### src/rtl/uart_lpbk_pkg.sv
package uart_lpbk_pkg;
  localparam int CTRL_W   = 16;
  localparam int LBE_BIT  = 7;
  localparam int RI_SRC   = 13;
  localparam int DCD_SRC  = 12;
  localparam int CTS_SRC  = 11;
  localparam int DSR_SRC  = 10;
  // flag positions
  localparam int FL_CTS   = 0;
  localparam int FL_DSR   = 1;
  localparam int FL_DCD   = 2;
  localparam int FL_RI    = 8;
  localparam int FLAG_W   = 9;
  // raw interrupt positions
  localparam int IQ_RI    = 0;
  localparam int IQ_CTS   = 1;
  localparam int IQ_DCD   = 2;
  localparam int IQ_DSR   = 3;
  localparam int IRQ_W    = 4;
  // internal modem vector order {ri, dcd, dsr, cts}
  localparam int MD_CTS   = 0;
  localparam int MD_DSR   = 1;
  localparam int MD_DCD   = 2;
  localparam int MD_RI    = 3;
  localparam int MD_W     = 4;

  typedef enum logic [2:0] {
    SRC_NONE,
    SRC_TX,
    SRC_LBRK,
    SRC_EXTD,
    SRC_EXTB
  } push_src_e;

  typedef struct packed {
    logic      loadLoop;   // control write enabling loopback
    logic      followExt;  // flags track synchronized inputs
    push_src_e pushSrc;
  } lpbk_strobe_t;
endpackage

### src/rtl/uart_lpbk_ctrl.sv
module uart_lpbk_ctrl
  import uart_lpbk_pkg::*;
#(
  parameter logic [CTRL_W-1:0] CTRL_RESET = 16'h0300
) (
  input  logic                 clk,
  input  logic                 rst_n,
  input  logic                 ctrlWrEn,
  input  logic [CTRL_W-1:0]    ctrlWrData,
  input  logic                 txWrEn,
  input  logic                 lcrWrEn,
  input  logic                 lcrBrk,
  input  logic                 extRxValid,
  input  logic                 extBreak,
  output lpbk_strobe_t         strobe,
  output logic [MD_W-1:0]      loopModem,
  output logic                 loopOn
);
  logic [CTRL_W-1:0] ctrlQ;
  logic              brkQ;
  logic              lbeNext;
  logic              brkRise;

  always_ff @(posedge clk or negedge rst_n) begin
    if (!rst_n) begin
      ctrlQ <= CTRL_RESET;
      brkQ  <= 1'b0;
    end else begin
      if (ctrlWrEn) ctrlQ <= ctrlWrData;
      if (lcrWrEn)  brkQ  <= lcrBrk;
    end
  end

  assign loopOn  = ctrlQ[LBE_BIT];
  assign lbeNext = ctrlWrEn ? ctrlWrData[LBE_BIT] : ctrlQ[LBE_BIT];
  assign brkRise = lcrWrEn && lcrBrk && !brkQ;

  always_comb begin
    loopModem          = '0;
    loopModem[MD_RI]   = ctrlWrData[RI_SRC];
    loopModem[MD_DCD]  = ctrlWrData[DCD_SRC];
    loopModem[MD_DSR]  = ctrlWrData[DSR_SRC];
    loopModem[MD_CTS]  = ctrlWrData[CTS_SRC];
  end

  always_comb begin
    strobe.loadLoop  = ctrlWrEn && ctrlWrData[LBE_BIT];
    strobe.followExt = !lbeNext;
    strobe.pushSrc   = SRC_NONE;
    if (loopOn) begin
      if (brkRise)     strobe.pushSrc = SRC_LBRK;
      else if (txWrEn) strobe.pushSrc = SRC_TX;
    end else begin
      if (extBreak)        strobe.pushSrc = SRC_EXTB;
      else if (extRxValid) strobe.pushSrc = SRC_EXTD;
    end
  end

  // with loopback on, external sources never select the push
  a_r7_ext_blocked: assert property (@(posedge clk) disable iff (!rst_n)
    loopOn |-> (strobe.pushSrc != SRC_EXTD && strobe.pushSrc != SRC_EXTB));
  // off loopback, a transmit strobe is never routed into the queue
  a_r6_tx_off: assert property (@(posedge clk) disable iff (!rst_n)
    !loopOn |-> strobe.pushSrc != SRC_TX);
endmodule

### src/rtl/uart_lpbk_dp.sv
module uart_lpbk_dp
  import uart_lpbk_pkg::*;
#(
  parameter int DATA_W      = 8,
  parameter int SYNC_STAGES = 2,
  localparam int ENTRY_W    = DATA_W + 3,
  localparam int BRK_BIT    = DATA_W + 2
) (
  input  logic                 clk,
  input  logic                 rst_n,
  input  lpbk_strobe_t         strobe,
  input  logic [MD_W-1:0]      loopModem,
  input  logic                 loopOn,
  input  logic [DATA_W-1:0]    txData,
  input  logic [DATA_W-1:0]    extRxData,
  input  logic [MD_W-1:0]      extModem,
  output logic [FLAG_W-1:0]    modemFlags,
  output logic [IRQ_W-1:0]     modemIrq,
  output logic                 pushValid,
  output logic [ENTRY_W-1:0]   pushData
);
  logic [MD_W-1:0] syncQ [SYNC_STAGES];
  logic [MD_W-1:0] mdQ;
  logic [MD_W-1:0] mdNext;

  genvar g;
  generate
    for (g = 0; g < SYNC_STAGES; g++) begin : g_sync
      always_ff @(posedge clk or negedge rst_n) begin
        if (!rst_n) syncQ[g] <= '0;
        else if (g == 0) syncQ[g] <= extModem;
        else syncQ[g] <= syncQ[(g == 0) ? 0 : g-1];
      end
    end
  endgenerate

  always_comb begin
    mdNext = mdQ;
    if (strobe.loadLoop)       mdNext = loopModem;
    else if (strobe.followExt) mdNext = syncQ[SYNC_STAGES-1];
  end

  always_ff @(posedge clk or negedge rst_n) begin
    if (!rst_n) begin
      mdQ      <= '0;
      modemIrq <= '0;
    end else begin
      mdQ              <= mdNext;
      modemIrq[IQ_RI]  <= mdNext[MD_RI];
      modemIrq[IQ_CTS] <= mdNext[MD_CTS];
      modemIrq[IQ_DCD] <= mdNext[MD_DCD];
      modemIrq[IQ_DSR] <= mdNext[MD_DSR];
    end
  end

  always_comb begin
    modemFlags         = '0;
    modemFlags[FL_CTS] = mdQ[MD_CTS];
    modemFlags[FL_DSR] = mdQ[MD_DSR];
    modemFlags[FL_DCD] = mdQ[MD_DCD];
    modemFlags[FL_RI]  = mdQ[MD_RI];
  end

  always_ff @(posedge clk or negedge rst_n) begin
    if (!rst_n) begin
      pushValid <= 1'b0;
      pushData  <= '0;
    end else begin
      pushValid <= (strobe.pushSrc != SRC_NONE);
      unique case (strobe.pushSrc)
        SRC_TX:           pushData <= {3'b000, txData};
        SRC_EXTD:         pushData <= {3'b000, extRxData};
        SRC_LBRK, SRC_EXTB: begin
          pushData          <= '0;
          pushData[BRK_BIT] <= 1'b1;
        end
        default:          pushData <= '0;
      endcase
    end
  end

  // interrupt levels track the flags
  a_r5_irq_match: assert property (@(posedge clk) disable iff (!rst_n)
    modemIrq == {modemFlags[FL_DSR], modemFlags[FL_DCD], modemFlags[FL_CTS], modemFlags[FL_RI]});
  // flags hold in loopback without a control write
  a_r4_hold: assert property (@(posedge clk) disable iff (!rst_n)
    (loopOn && !strobe.followExt && !strobe.loadLoop) |=> $stable(modemFlags));
  // same-write mapping of ring indicator
  a_r3_ring_map: assert property (@(posedge clk) disable iff (!rst_n)
    strobe.loadLoop |=> modemFlags[FL_RI] == $past(loopModem[MD_RI]));
  // a break entry carries nothing but the marker
  a_r8_break_only: assert property (@(posedge clk) disable iff (!rst_n)
    (pushValid && pushData[BRK_BIT]) |-> pushData[BRK_BIT-1:0] == '0);
  // looped character lands one cycle later
  a_r6_tx_push: assert property (@(posedge clk) disable iff (!rst_n)
    (strobe.pushSrc == SRC_TX) |=> (pushValid && pushData == {3'b000, $past(txData)}));
endmodule

### src/rtl/uart_lpbk_top.sv
module uart_lpbk_top
  import uart_lpbk_pkg::*;
#(
  parameter int DATA_W      = 8,
  parameter int SYNC_STAGES = 2
) (
  input  logic                 clk,
  input  logic                 rst_n,
  input  logic                 ctrlWrEn,
  input  logic [15:0]          ctrlWrData,
  input  logic                 txWrEn,
  input  logic [DATA_W-1:0]    txData,
  input  logic                 lcrWrEn,
  input  logic                 lcrBrk,
  input  logic                 extRxValid,
  input  logic [DATA_W-1:0]    extRxData,
  input  logic                 extBreak,
  input  logic [3:0]           extModem,
  output logic                 loopbackOn,
  output logic [8:0]           modemFlags,
  output logic [3:0]           modemIrq,
  output logic                 pushValid,
  output logic [DATA_W+2:0]    pushData
);
  lpbk_strobe_t    strobe;
  logic [MD_W-1:0] loopModem;

  uart_lpbk_ctrl u_ctrl (
    .clk        (clk),
    .rst_n      (rst_n),
    .ctrlWrEn   (ctrlWrEn),
    .ctrlWrData (ctrlWrData),
    .txWrEn     (txWrEn),
    .lcrWrEn    (lcrWrEn),
    .lcrBrk     (lcrBrk),
    .extRxValid (extRxValid),
    .extBreak   (extBreak),
    .strobe     (strobe),
    .loopModem  (loopModem),
    .loopOn     (loopbackOn)
  );

  uart_lpbk_dp #(
    .DATA_W      (DATA_W),
    .SYNC_STAGES (SYNC_STAGES)
  ) u_dp (
    .clk        (clk),
    .rst_n      (rst_n),
    .strobe     (strobe),
    .loopModem  (loopModem),
    .loopOn     (loopbackOn),
    .txData     (txData),
    .extRxData  (extRxData),
    .extModem   (extModem),
    .modemFlags (modemFlags),
    .modemIrq   (modemIrq),
    .pushValid  (pushValid),
    .pushData   (pushData)
  );

  // external traffic in loopback yields no push
  a_r7_no_ext_push: assert property (@(posedge clk) disable iff (!rst_n)
    (loopbackOn && (extRxValid || extBreak) && !txWrEn && !lcrWrEn) |=> !pushValid);
  // enable bit is reflected after the write
  a_r2_enable: assert property (@(posedge clk) disable iff (!rst_n)
    ctrlWrEn |=> loopbackOn == $past(ctrlWrData[7]));
endmodule

### config.mk
export PLATFORM = sky130hd
export DESIGN_NAME = uart_lpbk_top
export DESIGN_NICKNAME = d
export VERILOG_FILES = /design/src/rtl/uart_lpbk_pkg.sv /design/src/rtl/uart_lpbk_ctrl.sv /design/src/rtl/uart_lpbk_dp.sv /design/src/rtl/uart_lpbk_top.sv
export SDC_FILE = /design/constraint.sdc
export NUM_CORES = 1
export LEC_CHECK = 0
export ABC_CLOCK_PERIOD_IN_PS = 2400
export BUFFER_PORTS_ARGS = -buffer_cell sky130_fd_sc_hd__buf_2
export CAP_MARGIN = 0
export CORE_MARGIN = 2
export CORE_UTILIZATION = 43
export CTS_CLUSTER_DIAMETER = 100
export DETAILED_ROUTE_END_ITERATION = 10
export PLACE_DENSITY = 0.84
export SLEW_MARGIN = 20
export SYNTH_ARGS = -nofsm -noshare
export SYNTH_HDL_FRONTEND = slang
export SYNTH_HIERARCHICAL = 1
export SYNTH_SLANG_ARGS = --single-unit
### constraint.sdc
create_clock -name clk -period 2.4 [get_ports clk]
set_clock_uncertainty 0.2 [all_clocks]
set_input_delay 0.12 -clock clk [delete_from_list [all_inputs] [get_ports clk]]
set_output_delay 0.12 -clock clk [all_outputs]
set_load 0.02 [all_outputs]
==> impl_metrics.json <==
{
  "status": "complete, no violations",
  "drv_cap": 0,
  "fin_nets": 205,
  "antenna_found_initial": 0,
  "final_hold_viol_count": 0,
  "synth.avg_cell_area_um2": 11.86,
  "holdWs_ns": 0.06213,
  "root_buffer": "clkbuf_4",
  "yosysWarnings": 6,
  "drive_above_1_share_pct": 36.48,
  "postCtsSetupBuffers": 0,
  "viasPerCell": 4.492,
  "min_period_ns": 2.179,
  "cts_max_level": 1,
  "cp.arrival_ns": 2.18,
  "grt_pass1_vias": 913,
  "timing.rr.end": "u_dp/pushData[0]",
  "yosys.cell_types.count": 22,
  "grt_pass1_wl_um": 3919,
  "port_buffers": 51,
  "dr.pass1.iters": 4,
  "reg2reg_from": "u_ctrl/ctrlQ[7]",
  "ys_ff_latch": 24,
  "grt_setup_unrepaired": "false",
  "path_clk_slew_ns": 0.13,
  "clk_latency_ns": 0.31,
  "yosys.area.top_type_share_pct": 58.18,
  "drt_iter0_markers": 5,
  "start_kind": "register",
  "antenna_cells": 0,
  "routed_wl_um": 2295,
  "r2r_slack_ns": 0.22,
  "drc_errors": 0,
  "die_h_um": 53.00,
  "finalSetupViolations": 0,
  "antenna_left": 0,
  "routabilityCongestion": 0.7251,
  "overflow": 0,
  "syn_inst": 87,
  "finalCritPeriodShare_pct": 90.80,
  "critPathCaptureType": "register",
  "cts.path.max_buffers": 2,
  "pin_count": 70,
  "final_max_slew_viol_count": 0,
  "ir_drop_mv": 0.3892,
  "worstHoldPathType": "input port to register",
  "coreArea_um2": 2233,
  "ys_top_cells_by_area": "dfrtp_1 (58%), mux2i_1 (12%), buf_4 (11%)",
  "grt_max_degree": 25,
  "max-slew-margin-rel_pct": 65.34,
  "routedWlPerCell_um": 12.27,
  "area_growth_pct": 48.73,
  "ys_seq_area_share_pct": 58.18,
  "final_design_area_no_fill_um2": 1535,
  "worstMarginPinSlew_ns": 0.5200,
  "vias": 840,
  "clkSinkCount": 24,
  "p_per_area_nw_per_um2": 551.3,
  "rows": 17,
  "placed_area_um2": 1211,
  "numCtsBuffers": 3,
  "path_max_fanout": 10,
  "required_ns": 2.40,
  "fmax_ghz": 0.4589,
  "die_area_um2": 2808,
  "leakagePower_uw": 0.0008033,
  "crit_end": "u_dp/pushData[0]",
  "setup_tns_ns": 0,
  "die_x_um": 53.00,
  "start_util_pct": 46.22,
  "track_usage_pct": 19.66,
  "reg2reg_depth": 5,
  "netlist_area_um2": 1032,
  "path_class": "register to register",
  "fillers": 162,
  "synth_top_area_cell": "dfrtp_1",
  "cts_tree": "yes",
  "worstSetupStartpoint": "u_ctrl/ctrlQ[7]"
}
## power by group
part,total [µW],switching [µW],internal [µW]
sequential,449,13.8,435
clock,170,112,58.5
combinational,227,119,108
total,846,244,602
## worst min path at each step
stage | start | endpoint | slack (ns) | depth (start not counted)
after global placement | rst_n | u_dp/modemIrq[0] | -0.08 | 1
after floorplan | rst_n | u_ctrl/brkQ | -0.38 | 0
after detailed placement | rst_n | u_dp/syncQ[3] | -0.07 | 1
after CTS | lcrBrk | u_dp/pushData[10] | 0.06 | 4
after global routing | lcrBrk | u_dp/pushData[10] | 0.09 | 4
final | lcrBrk | u_dp/pushData[10] | 0.06 | 4
## sequential cells by signal, summed over array words and instances (netlist names)
| signal | count |
|---|---|
| u_dp/pushData | 9 |
| u_dp/pushValid | 1 |
| u_dp/modemIrq | 1 |
| u_dp/mdQ | 3 |
| u_dp/syncQ | 8 |
| u_ctrl/ctrlQ | 1 |
| u_ctrl/brkQ | 1 |
## per-layer routing
metal  vias up  share of wire, %  routed length [µm]  GRT usage [%]
met5         -                 0                   0              0
met4         0              0.52                  12          6.410
met3         2               7.7                 176          5.650
met2        37                54                1245          38.13
met1       395                37                 860          19.71
li1        406                 -                   -              -
## synth_stat cells (all sizes together)
master	n
dfrtp	24
buf	17
mux2i	12
nor2	9
nand2	5
o21ai	5
inv	2
a21o	1
a21oi	1
a31o	1
a41o	1
and2	1
and2b	1
clkbuf	1
conb	1
nand2b	1
nand3b	1
nor3b	1
or3	1
xnor2	1
## cells by family after synthesis
logic type                after synthesis  synth area share, %
buffers and inverters                  20                13.70
muxes                                  12                11.64
AOI/OAI and AO/OA                       9                5.575
and+or+nand+nor                        20                9.698
xor gates and xnor gates                1               0.8486
other                                   1               0.3633
DFF                                    24                58.18
## what timing repair did
| item | CTS | global route |
|---|---|---|
| resized for setup | 0 | 1 |
| setup endpoints to repair | 0 | 8 |
| endpoints found under the hold margin | 44 | 0 |
| hold buffers | 30 | 0 |
## metrics by stage
step	std cells	utilization (%)	total power, µW	setup slack [ns]
floorplan	93	-	591.0	0.7833
global placement	154	54.23	631.3	0.6721
detailed placement	154	54.23	637.2	0.5987
CTS	187	68.68	852.3	0.06666
global route	187	68.74	895.8	0.08769
finish	187	68.74	846.4	0.2207
## layout make-up
type	count	area, µm²	share of cell area, %
flip-flops and latches	24	600.6	39.12
repair buffers	81	555.5	36.19
multi-input cells	49	314.1	20.46
well taps	28	35.03	2.282
clock buffers	3	22.52	1.467
inverters	2	7.507	0.4890
## layout by cell type (no fill, tap or decap), drive strengths merged
cell type / count
a41o: 1
dlygate4sd3: 30
and2: 1
clkbuf: 3
nand3b: 1
mux2i: 12
dfrtp: 24
o21ai: 5
a21oi: 1
nor2: 9
xnor2: 1
buf: 51
and2b: 1
or3: 1
a21o: 1
nor3b: 1
inv: 2
nand2: 5
a31o: 1
nand2b: 1
conb: 7
## critical path, cell delays in order, from the launching register on
cell,delay [ns]
dfrtp_1,0.47
nor3b_2,0.25
a41o_2,0.31
mux2i_1,0.25
dlygate4sd3_1,0.57
nor2_1,0.04
(Power assumes the default switching activity.)
